`src/rtl/smac_pkg.sv`:
```
// Shared definitions for the subword multiply-accumulate unit.
// Assumes byte lanes of LANE_B bits and four byte lanes per operand.
package smac_pkg;
    localparam int LANE_B = 8;

    typedef enum logic [1:0] {
        MD_BYTE = 2'b00,
        MD_HALF = 2'b01,
        MD_WIDE = 2'b10,
        MD_ALT  = 2'b11
    } mode_e;
endpackage

```
`src/rtl/smac_tile.sv`:
```
// One signed tile multiplier of the shared array.
// Assumes the caller has already placed the sign or zero extension bit in the top bit of each input.
module smac_tile #(
    parameter int W = 9
) (
    input  logic signed [W-1:0]   x,
    input  logic signed [W-1:0]   y,
    output logic signed [2*W-1:0] p
);
    // Plain signed product of the extended inputs.
    assign p = x * y;
endmodule

```
`src/rtl/smac_lane.sv`:
```
// One 2*BW-bit lane of the shared multiplier array, built from four tiles.
// When split is set, the lane gives two independent BW x BW products.
// When split is clear, it gives one exact (2*BW) x (2*BW) product of 4*BW+1 bits.
// Assumes the sign selects apply to the top byte of each lane part.
module smac_lane #(
    parameter int BW = 8
) (
    input  logic [2*BW-1:0] a,
    input  logic [2*BW-1:0] b,
    input  logic            a_sgn,
    input  logic            b_sgn,
    input  logic            split,
    output logic [4*BW-1:0] p_split,
    output logic [4*BW:0]   p_full
);
    localparam int TW = BW + 1;
    localparam int SW = 4 * BW + 1;

    logic signed [TW-1:0]   ax [2];
    logic signed [TW-1:0]   bx [2];
    logic signed [2*TW-1:0] pp [4];
    logic signed [SW-1:0]   sum_s;

    // Extension bits: a low byte is signed only when it forms a lane of its own.
    always_comb begin
        ax[0] = {split & a_sgn & a[BW-1], a[BW-1:0]};
        ax[1] = {a_sgn & a[2*BW-1], a[2*BW-1:BW]};
        bx[0] = {split & b_sgn & b[BW-1], b[BW-1:0]};
        bx[1] = {b_sgn & b[2*BW-1], b[2*BW-1:BW]};
    end

    for (genvar i = 0; i < 2; i++) begin : g_row
        for (genvar j = 0; j < 2; j++) begin : g_col
            smac_tile #(.W(TW)) u_tile (
                .x (ax[i]),
                .y (bx[j]),
                .p (pp[2*i+j])
            );
        end
    end

    // Merge the four tile products into the full lane product.
    always_comb begin
        sum_s = SW'(pp[0]) + (SW'(pp[1]) <<< BW) + (SW'(pp[2]) <<< BW) + (SW'(pp[3]) <<< (2*BW));
    end

    assign p_full  = sum_s;
    assign p_split = {pp[3][2*BW-1:0], pp[0][2*BW-1:0]};
endmodule

```
`src/rtl/smac_unit.sv`:
```
// Subword-parallel multiply-accumulate unit, top level.
// Stage 1 registers the operation. Stage 2 holds the lane products, or the low
// partial product in wide mode. Stage 3 merges, accumulates and drives the result.
// Wide mode reuses lane 0 for the high partial product while the operation sits in
// stage 2, so input acceptance pauses for one cycle.
// Assumes reset is not applied while an operation is in flight.
module smac_unit
    import smac_pkg::*;
#(
    parameter int B = LANE_B
) (
    input  logic           clk,
    input  logic           rst_n,
    input  logic           in_valid,
    output logic           in_ready,
    input  logic [1:0]     mode,
    input  logic           a_signed,
    input  logic           b_signed,
    input  logic           acc_en,
    input  logic           acc_clr,
    input  logic [4*B-1:0] opa,
    input  logic [4*B-1:0] opb,
    output logic           out_valid,
    output logic [8*B-1:0] result
);
    localparam int H  = 2 * B;
    localparam int W  = 4 * B;
    localparam int PW = 6 * B;
    localparam int RW = 8 * B;

    // Stage 1 state
    logic         s1_v, s1_as, s1_bs, s1_acc;
    mode_e        s1_mode;
    logic [W-1:0] s1_a, s1_b;
    // Stage 2 state
    logic         s2_v, s2_as, s2_bs, s2_acc;
    mode_e        s2_mode;
    logic [H-1:0] s2_ahi, s2_blo;
    logic [W-1:0] s2_l0s, s2_l1s;
    logic [W:0]   s2_l0f;
    logic [W-1:0] s2_l1f;
    // Lane interfaces
    logic [H-1:0] l0_a, l0_b;
    logic         l0_as, l0_bs, l0_split, l1_split, pass2;
    logic [W-1:0] l0_ps, l1_ps;
    logic [W:0]   l0_pf, l1_pf;
    // Stage 3 state
    logic [RW-1:0]        acc_q, prod, acc_next;
    logic [RW-1:0]        sum_b, sum_h;
    logic signed [PW-1:0] wide_sum;
    logic                 do_acc;

    assign in_ready = !(s1_v && s1_mode == MD_WIDE);

    // Stage 1: capture an accepted operation.
    always_ff @(posedge clk) begin
        if (!rst_n) begin
            s1_v <= 1'b0; s1_mode <= MD_BYTE; s1_as <= 1'b0; s1_bs <= 1'b0;
            s1_acc <= 1'b0; s1_a <= '0; s1_b <= '0;
        end else begin
            s1_v <= in_valid && in_ready;
            if (in_valid && in_ready) begin
                s1_mode <= mode_e'(mode);
                s1_as   <= a_signed;
                s1_bs   <= b_signed;
                s1_acc  <= acc_en;
                s1_a    <= opa;
                s1_b    <= opb;
            end
        end
    end

    // Lane 0 input select: the wide high pass uses stage 2 operands, otherwise stage 1.
    always_comb begin
        pass2    = s2_v && s2_mode == MD_WIDE;
        l0_a     = pass2 ? s2_ahi : s1_a[H-1:0];
        l0_b     = pass2 ? s2_blo : s1_b[H-1:0];
        l0_as    = pass2 ? s2_as : (s1_as && s1_mode != MD_WIDE);
        l0_bs    = pass2 ? s2_bs : s1_bs;
        l0_split = !pass2 && s1_mode == MD_BYTE;
        l1_split = s1_mode == MD_BYTE;
    end

    smac_lane #(.BW(B)) u_lane0 (
        .a (l0_a), .b (l0_b), .a_sgn (l0_as), .b_sgn (l0_bs),
        .split (l0_split), .p_split (l0_ps), .p_full (l0_pf)
    );

    smac_lane #(.BW(B)) u_lane1 (
        .a (s1_a[W-1:H]), .b (s1_b[W-1:H]), .a_sgn (s1_as), .b_sgn (s1_bs),
        .split (l1_split), .p_split (l1_ps), .p_full (l1_pf)
    );

    // Stage 2: register lane products and the operands still needed by the wide pass.
    always_ff @(posedge clk) begin
        if (!rst_n) begin
            s2_v <= 1'b0; s2_mode <= MD_BYTE; s2_as <= 1'b0; s2_bs <= 1'b0;
            s2_acc <= 1'b0; s2_ahi <= '0; s2_blo <= '0;
            s2_l0s <= '0; s2_l1s <= '0; s2_l0f <= '0; s2_l1f <= '0;
        end else begin
            s2_v <= s1_v;
            if (s1_v) begin
                s2_mode <= s1_mode;
                s2_as   <= s1_as;
                s2_bs   <= s1_bs;
                s2_acc  <= s1_acc;
                s2_ahi  <= s1_a[W-1:H];
                s2_blo  <= s1_b[H-1:0];
                s2_l0s  <= l0_ps;
                s2_l1s  <= l1_ps;
                s2_l0f  <= l0_pf;
                s2_l1f  <= l1_pf[W-1:0];
            end
        end
    end

    // Wide merge: high partial shifted by one halfword plus the stored low partial.
    always_comb begin
        wide_sum = (PW'($signed(l0_pf)) <<< H) + PW'($signed(s2_l0f));
    end

    // Product assembly chosen by the mode travelling with the data.
    always_comb begin
        case (s2_mode)
            MD_BYTE: prod = {s2_l1s, s2_l0s};
            MD_WIDE: prod = {{(RW-PW){1'b0}}, wide_sum};
            default: prod = {s2_l1f, s2_l0f[W-1:0]};
        endcase
    end

    for (genvar k = 0; k < 4; k++) begin : g_bsum
        assign sum_b[k*H +: H] = acc_q[k*H +: H] + prod[k*H +: H];
    end
    for (genvar k = 0; k < 2; k++) begin : g_hsum
        assign sum_h[k*W +: W] = acc_q[k*W +: W] + prod[k*W +: W];
    end

    assign acc_next = (s2_mode == MD_BYTE) ? sum_b : sum_h;
    assign do_acc   = s2_v && s2_acc && s2_mode != MD_WIDE;

    // Stage 3: output register and lane accumulators. A clear wins over an update.
    always_ff @(posedge clk) begin
        if (!rst_n) begin
            out_valid <= 1'b0;
            result    <= '0;
            acc_q     <= '0;
        end else begin
            out_valid <= s2_v;
            if (s2_v) result <= do_acc ? acc_next : prod;
            if (acc_clr)     acc_q <= '0;
            else if (do_acc) acc_q <= acc_next;
        end
    end

    // a result only appears where an operation was accepted three edges earlier.
    p_latency_r5: assert property (@(posedge clk) disable iff (!rst_n)
        out_valid |-> $past(in_valid && in_ready, 3));

    // result holds while nothing completes.
    p_hold_r5: assert property (@(posedge clk) disable iff (!rst_n)
        !s2_v |=> $stable(result));

    // a wide accept is followed by one cycle without acceptance.
    p_wide_gap_r7: assert property (@(posedge clk) disable iff (!rst_n)
        (in_valid && in_ready && mode == 2'b10) |=> !in_ready);

    // a non-accumulating operation leaves the accumulators alone.
    p_plain_keeps_acc_r9: assert property (@(posedge clk) disable iff (!rst_n)
        (s2_v && !s2_acc && !acc_clr) |=> $stable(acc_q));

    // wide mode never updates the accumulators.
    p_wide_keeps_acc_r10: assert property (@(posedge clk) disable iff (!rst_n)
        (s2_v && s2_mode == MD_WIDE && !acc_clr) |=> $stable(acc_q));

    // a clear leaves all accumulator slots at zero.
    p_clear_r11: assert property (@(posedge clk) disable iff (!rst_n)
        acc_clr |=> (acc_q == '0));
endmodule

```
`config.mk`:
```
export PLATFORM = sky130hd
export DESIGN_NAME = smac_unit
export DESIGN_NICKNAME = d
export VERILOG_FILES = /design/src/rtl/smac_pkg.sv /design/src/rtl/smac_tile.sv /design/src/rtl/smac_lane.sv /design/src/rtl/smac_unit.sv
export SDC_FILE = /design/constraint.sdc
export NUM_CORES = 2
export LEC_CHECK = 0
export ABC_AREA = 1
export CORE_MARGIN = 2
export CORE_UTILIZATION = 65
export DETAILED_ROUTE_END_ITERATION = 16
export PLACE_DENSITY = 0.85
export SKIP_LAST_GASP = 1
export SLEW_MARGIN = 10
export SYNTH_ARGS = -nofsm -noshare
export SYNTH_HDL_FRONTEND = slang
export SYNTH_SLANG_ARGS = --single-unit
```
`constraint.sdc`:
```
create_clock -name clk -period 18.8 [get_ports clk]
set_input_delay 3.76 -clock clk [delete_from_list [all_inputs] [get_ports clk]]
set_output_delay 3.76 -clock clk [all_outputs]
set_load 0.005 [all_outputs]
```
Word level (Yosys, flattened, before mapping) --
Index checks and enable logic that the tools add are counted.
Word-level totals: register bits 366, input bits 73, output and inout port bits 66, logic and storage cells 78
Cells by class: $add $sub $neg 13, multiply operators 8, eq/ne operators 4, mux-type cells 7, bitwise logic cells 13, reductions and logical operators 12
Operators with widths (number):
- $mux 64 | 2
- $pmux 64 s2 | 1
- $mul 9x9->18 | 6
- $add 32x32->32 | 3
- $add 16x16->16 | 4
- $add 27x26->28 | 2
- $add 18x26->27 | 2
- $add 48x33->48 | 1
- $add 33x33->33 | 1
- $mux 16 | 2
- $mul 9x9->17 | 1
- $mul 9x9->16 | 1
- $and 1x1->1 | 12
- $logic_and 1x1->1 | 7
- $eq 2x2->1 const B | 2
- $logic_not 2->1 | 2
- $ne 2x2->1 const B | 2
- $logic_not 1->1 | 2
- $mux 1 | 2
- $reduce_or 2->1 | 1
- $not 1->1 | 1

Logic depth before layout (Yosys ltp) --
depth in word-level cells 15, depth in mapped cells 79, mapped depth without buffers 74

By module --
A second synthesis with hierarchy kept.
Second synthesis, totals: cells, all modules 7172, area, all modules 50722.4 um^2
By module, submodules not included:
- smac_unit | instances 1, cells an instance 3020, area each 20378.3 um^2, seq. area each 7327.0 um^2
- smac_tile at u_lane0.g_row[0].g_col[0].u_tile ... | instances 5, cells an instance 435, area each 3213.1 um^2, seq. area each 0.0 um^2
- smac_tile at u_lane1.g_row[1].g_col[0].u_tile ... | instances 2, cells an instance 441, area each 3229.3 um^2, seq. area each 0.0 um^2
- smac_tile at u_lane1.g_row[0].g_col[1].u_tile | instances 1, cells an instance 452, area each 3275.6 um^2, seq. area each 0.0 um^2
- smac_lane at u_lane1 | instances 1, cells an instance 320, area each 2280.9 um^2, seq. area each 0.0 um^2
- smac_lane at u_lane0 | instances 1, cells an instance 323, area each 2263.4 um^2, seq. area each 0.0 um^2

Worst setup path before layout --
Ideal clock, no wire load.
kind register -> register, start reg s2_mode[0], end reg acc_q[62], setup time 0.132 ns, data arrival time 11.386 ns, data required time 18.668 ns, slack 7.282 ns, stages on the path, launching flop included 72, buffers on the path 5, period minus slack after synthesis 11.518 ns, path through dfxtp_1 buf_6 inv_4 nand3_2 buf_6 inv_2 buf_6 buf_2 o21ai_1 buf_2 nand2_1 fa_1 inv_1 fa_1 fa_1 fa_1 inv_1 fa_1 [... 36 more ...] nand3_1 nand2_1 inv_1 ha_1 inv_1 o21ai_0 a21oi_1 nor2_1 nor2_1 nor2_1 nor2_1 nand2_1 nand2_1 nand2_1 nand2_1 nand2_1 nand2_1 a21oi_1
On the way: word-level cells in the longest chain between the ends 14, elaborated cells on any way between the ends 29, those cells by class add/sub: 6; mul: 4; eq/ne: 2; mux: 6; bitwise: 6; reduce/logical: 5
RTL lines:
- start, declared | line smac_unit.sv:37 | mode_e s2_mode;
- start signal, assigned | line smac_unit.sv:103 | s2_mode <= s1_mode;
- $eq 2x2->1 * | line smac_unit.sv:75 | pass2 = s2_v && s2_mode == MD_WIDE;
- $logic_and 1x1->1 * | line smac_unit.sv:75
- $logic_not 1->1 | line smac_unit.sv:80 | l0_split = !pass2 && s1_mode == MD_BYTE;
- $logic_and 1x1->1 | line smac_unit.sv:80
- $and 1x1->1, on equally long branches (2 in series) | line smac_lane.sv:26, smac_lane.sv:28
- $mul 9x9->18 | line smac_tile.sv:11 | assign p = x * y;
- $add 18x26->27 | line smac_lane.sv:44 | sum_s = SW'(pp[0]) + (SW'(pp[1]) <<< BW) + (SW'(pp[2]) <<< BW) + (SW'(pp[3]) <<< (2*BW));
- $add 27x26->28 | line smac_lane.sv:44
- $add 33x33->33 * | line smac_lane.sv:44
- via l0_pf[29] | line smac_unit.sv:46 | logic [W:0] l0_pf, l1_pf;
- $add 48x33->48 * | line smac_unit.sv:119 | wide_sum = (PW'($signed(l0_pf)) <<< H) + PW'($signed(s2_l0f));
- $pmux 64 s2 * | line smac_unit.sv:124 | case (s2_mode)
- $add 32x32->32 * | line smac_unit.sv:135 | assign sum_h[k*W +: W] = acc_q[k*W +: W] + prod[k*W +: W];
- $mux 64 * | line smac_unit.sv:138 | assign acc_next = (s2_mode == MD_BYTE) ? sum_b : sum_h;
- end signal, assigned | line smac_unit.sv:151 | else if (do_acc) acc_q <= acc_next;
- end, declared | line smac_unit.sv:48 | logic [RW-1:0] acc_q, prod, acc_next;
The timed path passes the listed nets; every way through them passes the cells marked *. A chain may end at the register's enable or synchronous reset.

Worst setup path after layout --
start reg s2_mode[0], end reg acc_q[51]
The elaborated chain is that of the path after synthesis.

==> key figures <==
STA
  • Fmax: 0.06659 GHz
  • Skew final: 0.02757 ns
  • Relative slew slack: 0.1499
  • Max Slew Vio Count: 0
  • Fin. Hold Viols: 0
  • Final critical-path required period: 15.02 ns
  • Endpoints failing setup: 0
  • Unrepaired setup endpoints after global routing: false
  • Setup tns final: 0 ns
  • Fin crit share: 0.7987
  • Worst Max-Slew Pin Slew: 1.267 ns

Drt
  • Via count: 43180
  • Initial DRC count: 4051
  • Final wirelength: 136500 µm
  • DRT antenna net count: 0
  • Initial DRT Pass Iterations: 6
  • Vias per inst: 5.745
  • DRC viols: 0
  • DR WL/cell: 18.16 µm

Worst setup path
  • Crit-path max cell delay: 0.92 ns
  • Worst Path Arrival: 15.53 ns
  • Worst Path Max Fanout: 57
  • Worst R2R End: acc_q[51]
  • Worst R2R Setup Slack: 3.78 ns
  • Crit. End Element: register
  • CP Class: register to register
  • Worst setup path end: acc_q[51]
  • Most used cell, CP: nand2_1
  • Critical R2R Launch: s2_mode[0]
  • Worst reg2reg path depth: 61
  • Startpoint types: register
  • Crit. Startpoint: s2_mode[0]
  • CP required: 19.31 ns
  • Slowest cell on the critical path: dfxtp_1

Place
  • Placed Cells: 7442
  • # port buffers: 138
  • Placer Congestion: 0.9990
  • Post-DP HPWL: 107400 µm
  • Cell Area, Placed: 0.04975 mm²

Min path
  • HP Class: register to register

Global routing
  • GRT Overall Usage: 0.3643
  • Vias in the first global route: 43010
  • Largest net degree at the start of global routing: 122
  • Gr ovfl total: 0
  • First-pass GRT wire length: 220500 µm
  • Initial antenna violation count: 0

Floorplanning
  • I/O pins: 139
  • Die ar.: 0.07571 mm²
  • Initial Utilization: 0.6561
  • Vert. Die Dim: 275.2 µm
  • Row count: 99
  • Core ar.: 0.07283 mm²
  • Width of the die: 275.2 µm

Power
  • NetSw: 0.001938 W
  • Total Power: 0.003986 W
  • Net Sw Frac: 0.4862
  • VDD IR-drop max: 0.00008285 V
  • Pleak: 26.14 nW
  • Combinational share of power: 0.584
  • Clock power frac: 0.205
  • Sequential Power Share: 0.211
  • Power per cell area: 77.98 mW/mm²
  • Internal power: 0.002048 W

Clock network
  • Sink Count: 350
  • Bufs on Longest Clock Path: 3
  • # hold bufs at CTS: 0
  • Root Buffer: clkbuf_16
  • H-tree depth: 2
  • CTS buffer count: 41
  • Postcts setup bufs: 0
  • CTS tree: done
  • CTS resizes: 0
  • Worst-Skew Late Latency: 0.59 ns
  • Clock slew seen by the registers of the worst setup and hold paths: 0.07 ns

Logic synthesis
  • Largest area contributor in the netlist: fa_1
  • Synth unique cells: 58
  • Number of synthesized flops with an enable pin: 0
  • Most used DFF post-synth: dfxtp_1
  • Post-synth ARST share: 0
  • Ys Warns: 0
  • Top cells by area, synth: fa_1 25%, dfxtp_1 15%, ha_1 12%
  • Seq/Total Area, Yosys: 0.1466
  • Synth top area share: 0.2492
  • Mapped Nets: 7666
  • Synthesized flop and latch total: 350
  • Synth Area per Inst: 7.307 µm²
  • Cells after Synth: 6540
  • Synth Cell Area: 0.04779 mm²

Cells and area
  • Fill cell count: 5998
  • Share of layout cells above drive strength 1: 0.02730
  • Commonest non-fill, non-tap cell in the layout: inv_1
  • Final Non-Filler Cells: 7516
  • Antenna diodes: 0
  • Multi-input combinational cell area: 0.03475 mm²
  • Final nets: 7652
  • Reg area: 0.007014 mm²
  • Synthesis-to-finish area growth: 6.956%
  • Most frequent cells in the layout: 1331 x inv_1, 1178 x nand2_1, 595 x fa_1
  • Final Cell Area: 0.05111 mm²

Run
  • Max-cap check violation count: 0

Status
  • Status: completed
## cell type report
type / count / area share
repair buffers: 185 / 0.03395
clock buffers: 56 / 0.02296
multi-input cells: 4602 / 0.6798
inverters: 1346 / 0.09894
flip-flops and latches: 350 / 0.1372
well taps: 959 / 0.02347
clock inverters: 18 / 0.003672
## worst max-delay path: cells and delay by family (launching register included)
kind	cells	cell delay (ns)
flip-flops	1	0.92
adder cells (fa/ha/maj)	11	4.72
buffers and inverters	10	1.54
XOR/XNOR	3	1.15
AO/OA/AOI/OAI	17	3.82
AND/OR/NAND/NOR	20	2.80
## worst min path at each step
stage / slack (ns) / from / depth (start not counted) / endpoint
after floorplan: 0.42 / s1_a[0] / 2 / s1_a[0]
after global placement: 0.44 / s1_a[5] / 2 / s1_a[5]
after detailed placement: 0.45 / s1_a[11] / 2 / s1_a[11]
after CTS: 0.46 / s1_a[11] / 2 / s1_a[11]
after global routing: 0.47 / s1_a[5] / 2 / s1_a[5]
final: 0.46 / s1_a[11] / 2 / s1_a[11]
## routing by layer
metal | up-vias | track usage | routed length [µm]
met3 | 404 | 0.07463 | 14000
met5 | - | 0.0006266 | 0
met2 | 2091 | 0.5772 | 61140
met4 | 0 | 0.1336 | 5786
met1 | 20390 | 0.4948 | 55600
li1 | 20290 | - | -
## cell usage after synthesis (all sizes together) (2+ instances only)
cell	instances
a21oi	566
a211oi	5
xnor2	87
a21o	24
a22oi	7
o221ai	7
o31ai	9
and3	2
clkinv	6
a31o	3
o21bai	20
fa	595
o21a	12
a22o	2
nand3	186
nand3b	10
nor3	37
nor3b	2
and2	4
o22ai	13
a31oi	18
a21boi	11
xor2	151
nor2	590
ha	458
clkbuf	172
o2111ai	5
o211ai	19
nor4	7
nand4	28
buf	70
inv	1340
o21ai	514
dfxtp	350
or2	18
nand2	1186
## logic make-up after synthesis
| kind of cell | share of synthesized area |
|---|---|
| and+or+nand+nor | 0.1744 |
| buffers and inverters | 0.1268 |
| AOI/OAI and AO/OA | 0.1394 |
| adders and majority gates | 0.3692 |
| DFF | 0.1466 |
| xor gates and xnor gates | 0.04362 |
## flip-flops by register name, indices dropped and copies added (netlist names)
register / flops
s2_l0s: 32
s2_l1s: 32
s2_acc: 1
s2_blo: 16
s1_as: 1
s2_v: 1
s1_bs: 1
acc_q: 64
s2_ahi: 16
s2_bs: 1
s2_as: 1
out_valid: 1
s2_l0f: 25
s1_a: 32
s1_b: 32
s1_acc: 1
s1_mode: 2
s1_v: 1
result: 64
s2_mode: 2
s2_l1f: 24
## power groups by stage
stage | clock network (W) | registers [W] | logic [W]
floorplan | 0 | 0.000828 | 0.00165
global placement | 0 | 0.000851 | 0.00223
detailed placement | 0 | 0.000853 | 0.00226
CTS | 0.000824 | 0.000837 | 0.00228
global route | 0.000854 | 0.000843 | 0.00259
finish | 0.000818 | 0.000840 | 0.00233
## metrics by stage
stage          hold slack (ns)  utilization  setup slack [ns]
5_1_grt                 0.4749       0.7018             2.779
3_5_place_dp            0.4472       0.6831             4.083
2_1_floorplan           0.4245            -             7.282
6_report                0.4592       0.7018             3.784
4_1_cts                 0.4568       0.7018             4.060
3_3_place_gp            0.4372       0.6831             4.338
Note: power is estimated with default switching activity, not from simulation.
